[config.mk]
export PLATFORM = sky130hd
export DESIGN_NAME = seqalu
export DESIGN_NICKNAME = d
export VERILOG_FILES = /design/src/rtl/seqalu_pkg.sv /design/src/rtl/seqalu_core.sv /design/src/rtl/seqalu_flags.sv /design/src/rtl/seqalu.sv
export SDC_FILE = /design/constraint.sdc
export NUM_CORES = 1
export LEC_CHECK = 0
export BUFFER_PORTS_ARGS = -buffer_cell sky130_fd_sc_hd__buf_2
export CAP_MARGIN = 25
export CORE_MARGIN = 3
export CORE_UTILIZATION = 39
export DETAILED_ROUTE_END_ITERATION = 10
export HOLD_SLACK_MARGIN = 0.15
export PLACE_DENSITY = 0.54
export SETUP_SLACK_MARGIN = 0.5
export SLEW_MARGIN = 20
export SYNTH_ARGS = -nofsm -noshare
export SYNTH_HDL_FRONTEND = slang
export SYNTH_HIERARCHICAL = 1
export SYNTH_SLANG_ARGS = --single-unit
[constraint.sdc]
create_clock -name clk_i -period 13.3 [get_ports clk_i]
set_clock_uncertainty 0.2 [all_clocks]
set_input_delay 1.995 -clock clk_i [delete_from_list [all_inputs] [get_ports clk_i]]
set_output_delay 1.995 -clock clk_i [all_outputs]
set_load 0.05 [all_outputs]
[src/rtl/seqalu_pkg.sv]
package seqalu_pkg;

  localparam int DATA_W = 8;
  localparam int CODE_W = 4;

  typedef enum logic [CODE_W-1:0] {
    OP_AND   = 4'd0,
    OP_OR    = 4'd1,
    OP_XNOR  = 4'd2,
    OP_ADDU  = 4'd3,
    OP_ADDS  = 4'd4,
    OP_ADDC  = 4'd5,
    OP_MULS  = 4'd6,
    OP_SUBU  = 4'd7,
    OP_ROL1  = 4'd8,
    OP_RCL1  = 4'd9,
    OP_SHR1  = 4'd10,
    OP_SAR1  = 4'd11,
    OP_SHL1  = 4'd12,
    OP_DEC2B = 4'd13,
    OP_ROLV  = 4'd14,
    OP_SHRV  = 4'd15
  } op_e;

  typedef struct packed {
    logic zf;
    logic cf;
    logic vf;
    logic any;
    logic pal;
    logic prime;
    logic neg;
  } flags_t;

endpackage

[src/rtl/seqalu_core.sv]
module seqalu_core
  import seqalu_pkg::*;
#(
  parameter int DW = DATA_W
) (
  input  logic [DW-1:0] a,
  input  logic [DW-1:0] b,
  input  op_e           op,
  input  logic          cin,
  output logic [DW-1:0] x,
  output logic [DW-1:0] y,
  output logic          cf,
  output logic          vf,
  output logic          neg
);
  localparam int SHW  = $clog2(DW);
  localparam int NDIG = (2 * DW) / 4;

  logic [DW:0]       sum_ab;
  logic [DW:0]       sum_abc;
  logic [DW:0]       diff_ab;
  logic [2*DW-1:0]   prod;
  logic [2*DW-1:0]   dec_val;
  logic [2*DW-1:0]   rot_pair;
  logic [SHW-1:0]    amt;
  logic [2*DW-1:0]   digits;

  assign sum_ab  = {1'b0, a} + {1'b0, b};
  assign sum_abc = sum_ab + {{DW{1'b0}}, cin};
  assign diff_ab = {1'b0, a} - {1'b0, b};
  assign prod    = $signed({{DW{a[DW-1]}}, a}) * $signed({{DW{b[DW-1]}}, b});
  assign amt     = b[SHW-1:0];
  assign rot_pair = {a, a} << amt;
  assign digits  = {b, a};

  // decimal digit string to binary, most significant nibble first
  always_comb begin
    dec_val = '0;
    for (int k = NDIG - 1; k >= 0; k--) begin
      dec_val = dec_val * (2 * DW)'(10) + (2 * DW)'(digits[k*4 +: 4]);
    end
  end

  always_comb begin
    x   = '0;
    y   = '0;
    cf  = 1'b0;
    vf  = 1'b0;
    neg = 1'b0;
    case (op)
      OP_AND:   x = a & b;
      OP_OR:    x = a | b;
      OP_XNOR:  x = ~(a ^ b);
      OP_ADDU:  {cf, x} = sum_ab;
      OP_ADDS: begin
        x   = sum_ab[DW-1:0];
        vf  = (a[DW-1] == b[DW-1]) && (x[DW-1] != a[DW-1]);
        neg = x[DW-1];
      end
      OP_ADDC:  {cf, x} = sum_abc;
      OP_MULS: begin
        {y, x} = prod;
        neg    = prod[2*DW-1];
      end
      OP_SUBU: begin
        x  = diff_ab[DW-1:0];
        cf = diff_ab[DW];
      end
      OP_ROL1:  x = {a[DW-2:0], a[DW-1]};
      OP_RCL1: begin
        x  = {a[DW-2:0], cin};
        cf = a[DW-1];
      end
      OP_SHR1:  x = {1'b0, a[DW-1:1]};
      OP_SAR1: begin
        x   = {a[DW-1], a[DW-1:1]};
        neg = x[DW-1];
      end
      OP_SHL1: begin
        x  = {a[DW-2:0], 1'b0};
        cf = a[DW-1];
      end
      OP_DEC2B: {y, x} = dec_val;
      OP_ROLV:  x = rot_pair[2*DW-1:DW];
      OP_SHRV:  x = a >> amt;
      default:  x = '0;
    endcase
  end

endmodule

[src/rtl/seqalu_flags.sv]
module seqalu_flags
  import seqalu_pkg::*;
#(
  parameter int DW = DATA_W
) (
  input  logic [DW-1:0] x,
  input  logic [DW-1:0] y,
  input  logic          cf,
  input  logic          vf,
  input  logic          neg,
  output flags_t        flags
);
  localparam int DIV_LIM = 2 ** ((DW + 1) / 2);

  logic [DW-1:0] x_rev;
  logic          zf;
  logic          prime;

  generate
    for (genvar i = 0; i < DW; i++) begin : g_rev
      assign x_rev[i] = x[DW-1-i];
    end
  endgenerate

  assign zf = ({y, x} == '0);

  // trial division up to the square-root bound of the width
  always_comb begin
    prime = (x >= DW'(2));
    for (int d = 2; d < DIV_LIM; d++) begin
      if ((int'(x) != d) && ((int'(x) % d) == 0)) prime = 1'b0;
    end
  end

  always_comb begin
    flags.zf    = zf;
    flags.cf    = cf;
    flags.vf    = vf;
    flags.any   = zf | cf | vf;
    flags.pal   = (x == x_rev);
    flags.prime = prime;
    flags.neg   = neg;
  end

endmodule

[src/rtl/seqalu.sv]
module seqalu
  import seqalu_pkg::*;
#(
  parameter int DW = DATA_W,
  parameter int OW = CODE_W
) (
  input  logic          clk_i,
  input  logic          rst_i,
  input  logic [DW-1:0] opnd_i,
  input  logic          ld_i,
  input  logic          ld_b_i,
  input  logic [OW-1:0] op_i,
  input  logic          cin_i,
  input  logic          go_i,
  input  logic          hi_sel_i,
  output logic [DW-1:0] res_o,
  output logic          zf_o,
  output logic          cf_o,
  output logic          vf_o,
  output logic          any_o,
  output logic          pal_o,
  output logic          prime_o,
  output logic          neg_o
);
  localparam int NOPND = 2;

  logic [DW-1:0] opnd_q [NOPND];
  logic [DW-1:0] opnd_a;
  logic [DW-1:0] opnd_b;
  logic [DW-1:0] core_x;
  logic [DW-1:0] core_y;
  logic          core_cf;
  logic          core_vf;
  logic          core_neg;
  flags_t        core_flags;
  logic [DW-1:0] x_q;
  logic [DW-1:0] y_q;
  flags_t        flg_q;

  // operand slot g is written when the load target selects it
  generate
    for (genvar g = 0; g < NOPND; g++) begin : g_opnd
      always_ff @(posedge clk_i) begin
        if (rst_i) begin
          opnd_q[g] <= '0;
        end else if (ld_i && (ld_b_i == g[0])) begin
          opnd_q[g] <= opnd_i;
        end
      end
    end
  endgenerate

  assign opnd_a = opnd_q[0];
  assign opnd_b = opnd_q[1];

  seqalu_core #(.DW(DW)) core_i (
    .a   (opnd_a),
    .b   (opnd_b),
    .op  (op_e'(op_i)),
    .cin (cin_i),
    .x   (core_x),
    .y   (core_y),
    .cf  (core_cf),
    .vf  (core_vf),
    .neg (core_neg)
  );

  seqalu_flags #(.DW(DW)) flags_i (
    .x     (core_x),
    .y     (core_y),
    .cf    (core_cf),
    .vf    (core_vf),
    .neg   (core_neg),
    .flags (core_flags)
  );

  always_ff @(posedge clk_i) begin
    if (rst_i) begin
      x_q   <= '0;
      y_q   <= '0;
      flg_q <= '0;
    end else if (go_i) begin
      x_q   <= core_x;
      y_q   <= core_y;
      flg_q <= core_flags;
    end
  end

  assign res_o   = hi_sel_i ? y_q : x_q;
  assign zf_o    = flg_q.zf;
  assign cf_o    = flg_q.cf;
  assign vf_o    = flg_q.vf;
  assign any_o   = flg_q.any;
  assign pal_o   = flg_q.pal;
  assign prime_o = flg_q.prime;
  assign neg_o   = flg_q.neg;

endmodule

==> results.yml <==
sta:
  relSlewSlack_pct: 39.2
  final.min_clock_period_ps: 12140
  hold_viol_final: 0
  timing.fmax_mhz: 82.4
  rsz0062_at_grt: "no"
  finalSetupViolations: 0
  finalCritPeriodShare_pct: 91.3
  setup-tns-final_ps: 0
  worstMarginPinSlew_ps: 908
  slew_viol_final: 0
synth:
  synth_compound_area_share_pct: 30.7
  synthesis.area_sq_um: 15700
  yosys-top-cells-area: "ha_1 (11%), fa_1 (8.0%), nor2_1 (6.1%)"
  synth_xor_area_share_pct: 6.51
  synth_edf_count: 16
  ys_seq_elements: 39
  synth_top_cell_area_share_pct: 10.8
  synth_area_leader_cell: "ha_1"
  synth-async-reset-ratio_pct: 0
  yosysSeqAreaShare_pct: 6.00
  yosys.area_share.simple_pct: 25.8
  synth.most_common_cell: "nor2_1"
  syn_inst: 2145
  yosysWarningCount: 6
  syn_avg_cell_area_sq_um: 7.32
  synth_flop_cell: "dfxtp_1"
  synth_adder_area_share_pct: 19.1
  synthDistinctLibCells: 134
  synth_top_family_by_area: "compound AO/OA/AOI/OAI gates"
  synth.area.mux_share_pct: 4.11
  syn-num-nets: 2362
  ys_top_cells_by_count: "nor2_1 (253), nand2_1 (167), ha_1 (135)"
critical_path:
  arrival_ps: 12090
  worst-setup-path-type: "flop to flop"
  critical_path_depth: 40
  crit_fanout: 35
  critPathLaunchType: "flop"
  crit_buf_inv: 3
  rr_endpoint: "prime_o"
  crit_required_ps: 13250
  cp_common_cell: "ha_1"
  worstReg2RegStart: "opnd_q[1][5]"
  reg2reg_depth: 40
  critPathLaunch: "opnd_q[1][5]"
  crit_path_end: "prime_o"
  crit_path_max_incr_delay_ps: 600
  crit_family: "compound AO/OA/AOI/OAI gates"
  endpoint_kind: "flop"
  slowest_stage: "edfxtp_1"
  r2r_slack_ps: 1160
finish:
  layout-drive-gt1-share_pct: 8.77
  areaGrowthSynthToFinish_pct: 3.83
  finalNetCount: 2302
  diodes: 0
placed_design:
  place_hpwl_mm: 41.3
  portBuffers: 33
  gp_congestion: 0.920
floorplan:
  rows: 72
  fp.dieW_um: 207
  ioPinCount: 34
  die_h_um: 207
  dieArea_sq_um: 42700
  start_util_pct: 40.0
  coreArea_sq_um: 39200
global_route:
  grt.total_usage_pct: 25.0
  antenna_found_initial: 0
  grt_max_degree: 57
  grt_pass1_vias: 15459
  grt_remaining_overflow: 0
  grt_pass1_wl_mm: 87.3
clock_tree:
  clkSlewWorstSetupHoldPaths_ps: 70
  numCtsBuffers: 5
  cts_tree: "built"
  clk_latency_ps: 280
  cts_buffer_depth: 2
  root_buffer: "clkbuf_16"
  ctsHtreeMaxLevel: 2
  clock_sinks: 39
routing:
  drt_iter0_markers: 1562
  wire_per_inst_um: 21.0
  drc: 0
  drtAntennaViolNets: 0
  via_per_inst: 6.41
  drtPass1Iterations: 6
  vias: 16704
  wl_mm: 54.8
hold_path:
  worst_hold_path_type: "flop to flop"
status:
  status: "complete, no violations"
job:
  drv_cap: 0
-- registers in the layout (all words and copies together) (netlist names) --
name     flops
opnd_q      16
x_q          8
y_q          8
any_o        1
cf_o         1
neg_o        1
pal_o        1
prime_o      1
vf_o         1
zf_o         1
-- worst min path at each step --
stage	endpoint	startpoint	cells past startpoint
2_1_floorplan	y_q[0]	y_q[0]	2
3_3_place_gp	y_q[0]	y_q[0]	2
3_5_place_dp	pal_o	pal_o	2
4_1_cts	y_q[7]	y_q[7]	2
5_1_grt	vf_o	vf_o	2
6_report	y_q[1]	y_q[1]	2
-- per-layer routing --
metal	vias to the layer above	track usage [%]	routed length, um
li1	7829	-	-
met1	7992	38.6	26300
met2	783	37.2	22900
met3	100	2.87	4490
met4	0	4.92	1090
met5	-	0	0
-- timing repair --
action / in CTS / in global routing
resized for setup: 1 / 7
buffers inserted: 0 / 8
gates cloned: 0 / 1
hold buffers: 0 / 0
pin swaps: 0 / 1
endpoints found under the setup margin: 1 / 1
-- cell families (layout without fill, tap and decap cells) --
logic type	after synthesis	in the layout
flops	39	39
fa+ha+maj	203	203
buf+inv	262	202
simple gates	790	790
other cells	1	1
xor+xnor	115	115
mux	61	61
compound gates	674	675
-- stage by stage --
| step | worst slack [ps] | instance area [sq um] | hold slack [ps] | cells | util (%) |
|---|---|---|---|---|---|
| after floorplan | 2460 | 15700 | 254 | 2145 | - |
| after global placement | 652 | 16000 | 268 | 2587 | 40.9 |
| after detailed placement | 514 | 16000 | 280 | 2587 | 40.9 |
| after CTS | 701 | 16200 | 300 | 2595 | 41.3 |
| after global routing | 518 | 16300 | 326 | 2604 | 41.6 |
| final | 1160 | 16300 | 293 | 2604 | 41.6 |
-- layout make-up --
type | instances | area, sq um
fillers | 4089 | 22900
multi-input cells | 1845 | 13700
flip-flops and latches | 39 | 941
well taps | 518 | 648
inverters | 125 | 469
repair buffers | 69 | 435
clock buffers | 5 | 125
clock inverters | 3 | 22.5
-- worst register-to-register path: cells and delay by family (launching register included) --
family	cells	cell delay [ps]
AOI/OAI and AO/OA	11	3880
xor gates and xnor gates	6	1410
adders and majority gates	9	3030
buffers and inverters	3	990
DFF	1	600
muxes	1	150
and+or+nand+nor	10	1770
-- cells in the final DEF (no fill, tap or decap), drive strengths merged, types with 13 or more instances in the layout --
| cell type | instances |
|---|---|
| nor2 | 255 |
| nand2 | 169 |
| ha | 135 |
| inv | 125 |
| a21oi | 123 |
| o21ai | 120 |
| xnor2 | 85 |
| buf | 69 |
| fa | 63 |
| nand3 | 58 |
| nor3 | 56 |
| mux2i | 48 |
| a31oi | 42 |
| nand2b | 37 |
| a211oi | 35 |
| nor2b | 34 |
| a21o | 33 |
| o211ai | 33 |
| o22ai | 31 |
| nor4 | 31 |
| xor2 | 29 |
| and2 | 25 |
| o31ai | 25 |
| dfxtp | 23 |
| or3 | 23 |
| o21a | 19 |
| nor3b | 17 |
| edfxtp | 16 |
| a211o | 14 |
| o221ai | 14 |
| o21bai | 13 |
| a311oi | 13 |
| a221oi | 13 |
| or2 | 13 |
Power is left out: the tool's default activity adds up to more than one toggle a clock period on the data nets, which glitch-free logic cannot reach.
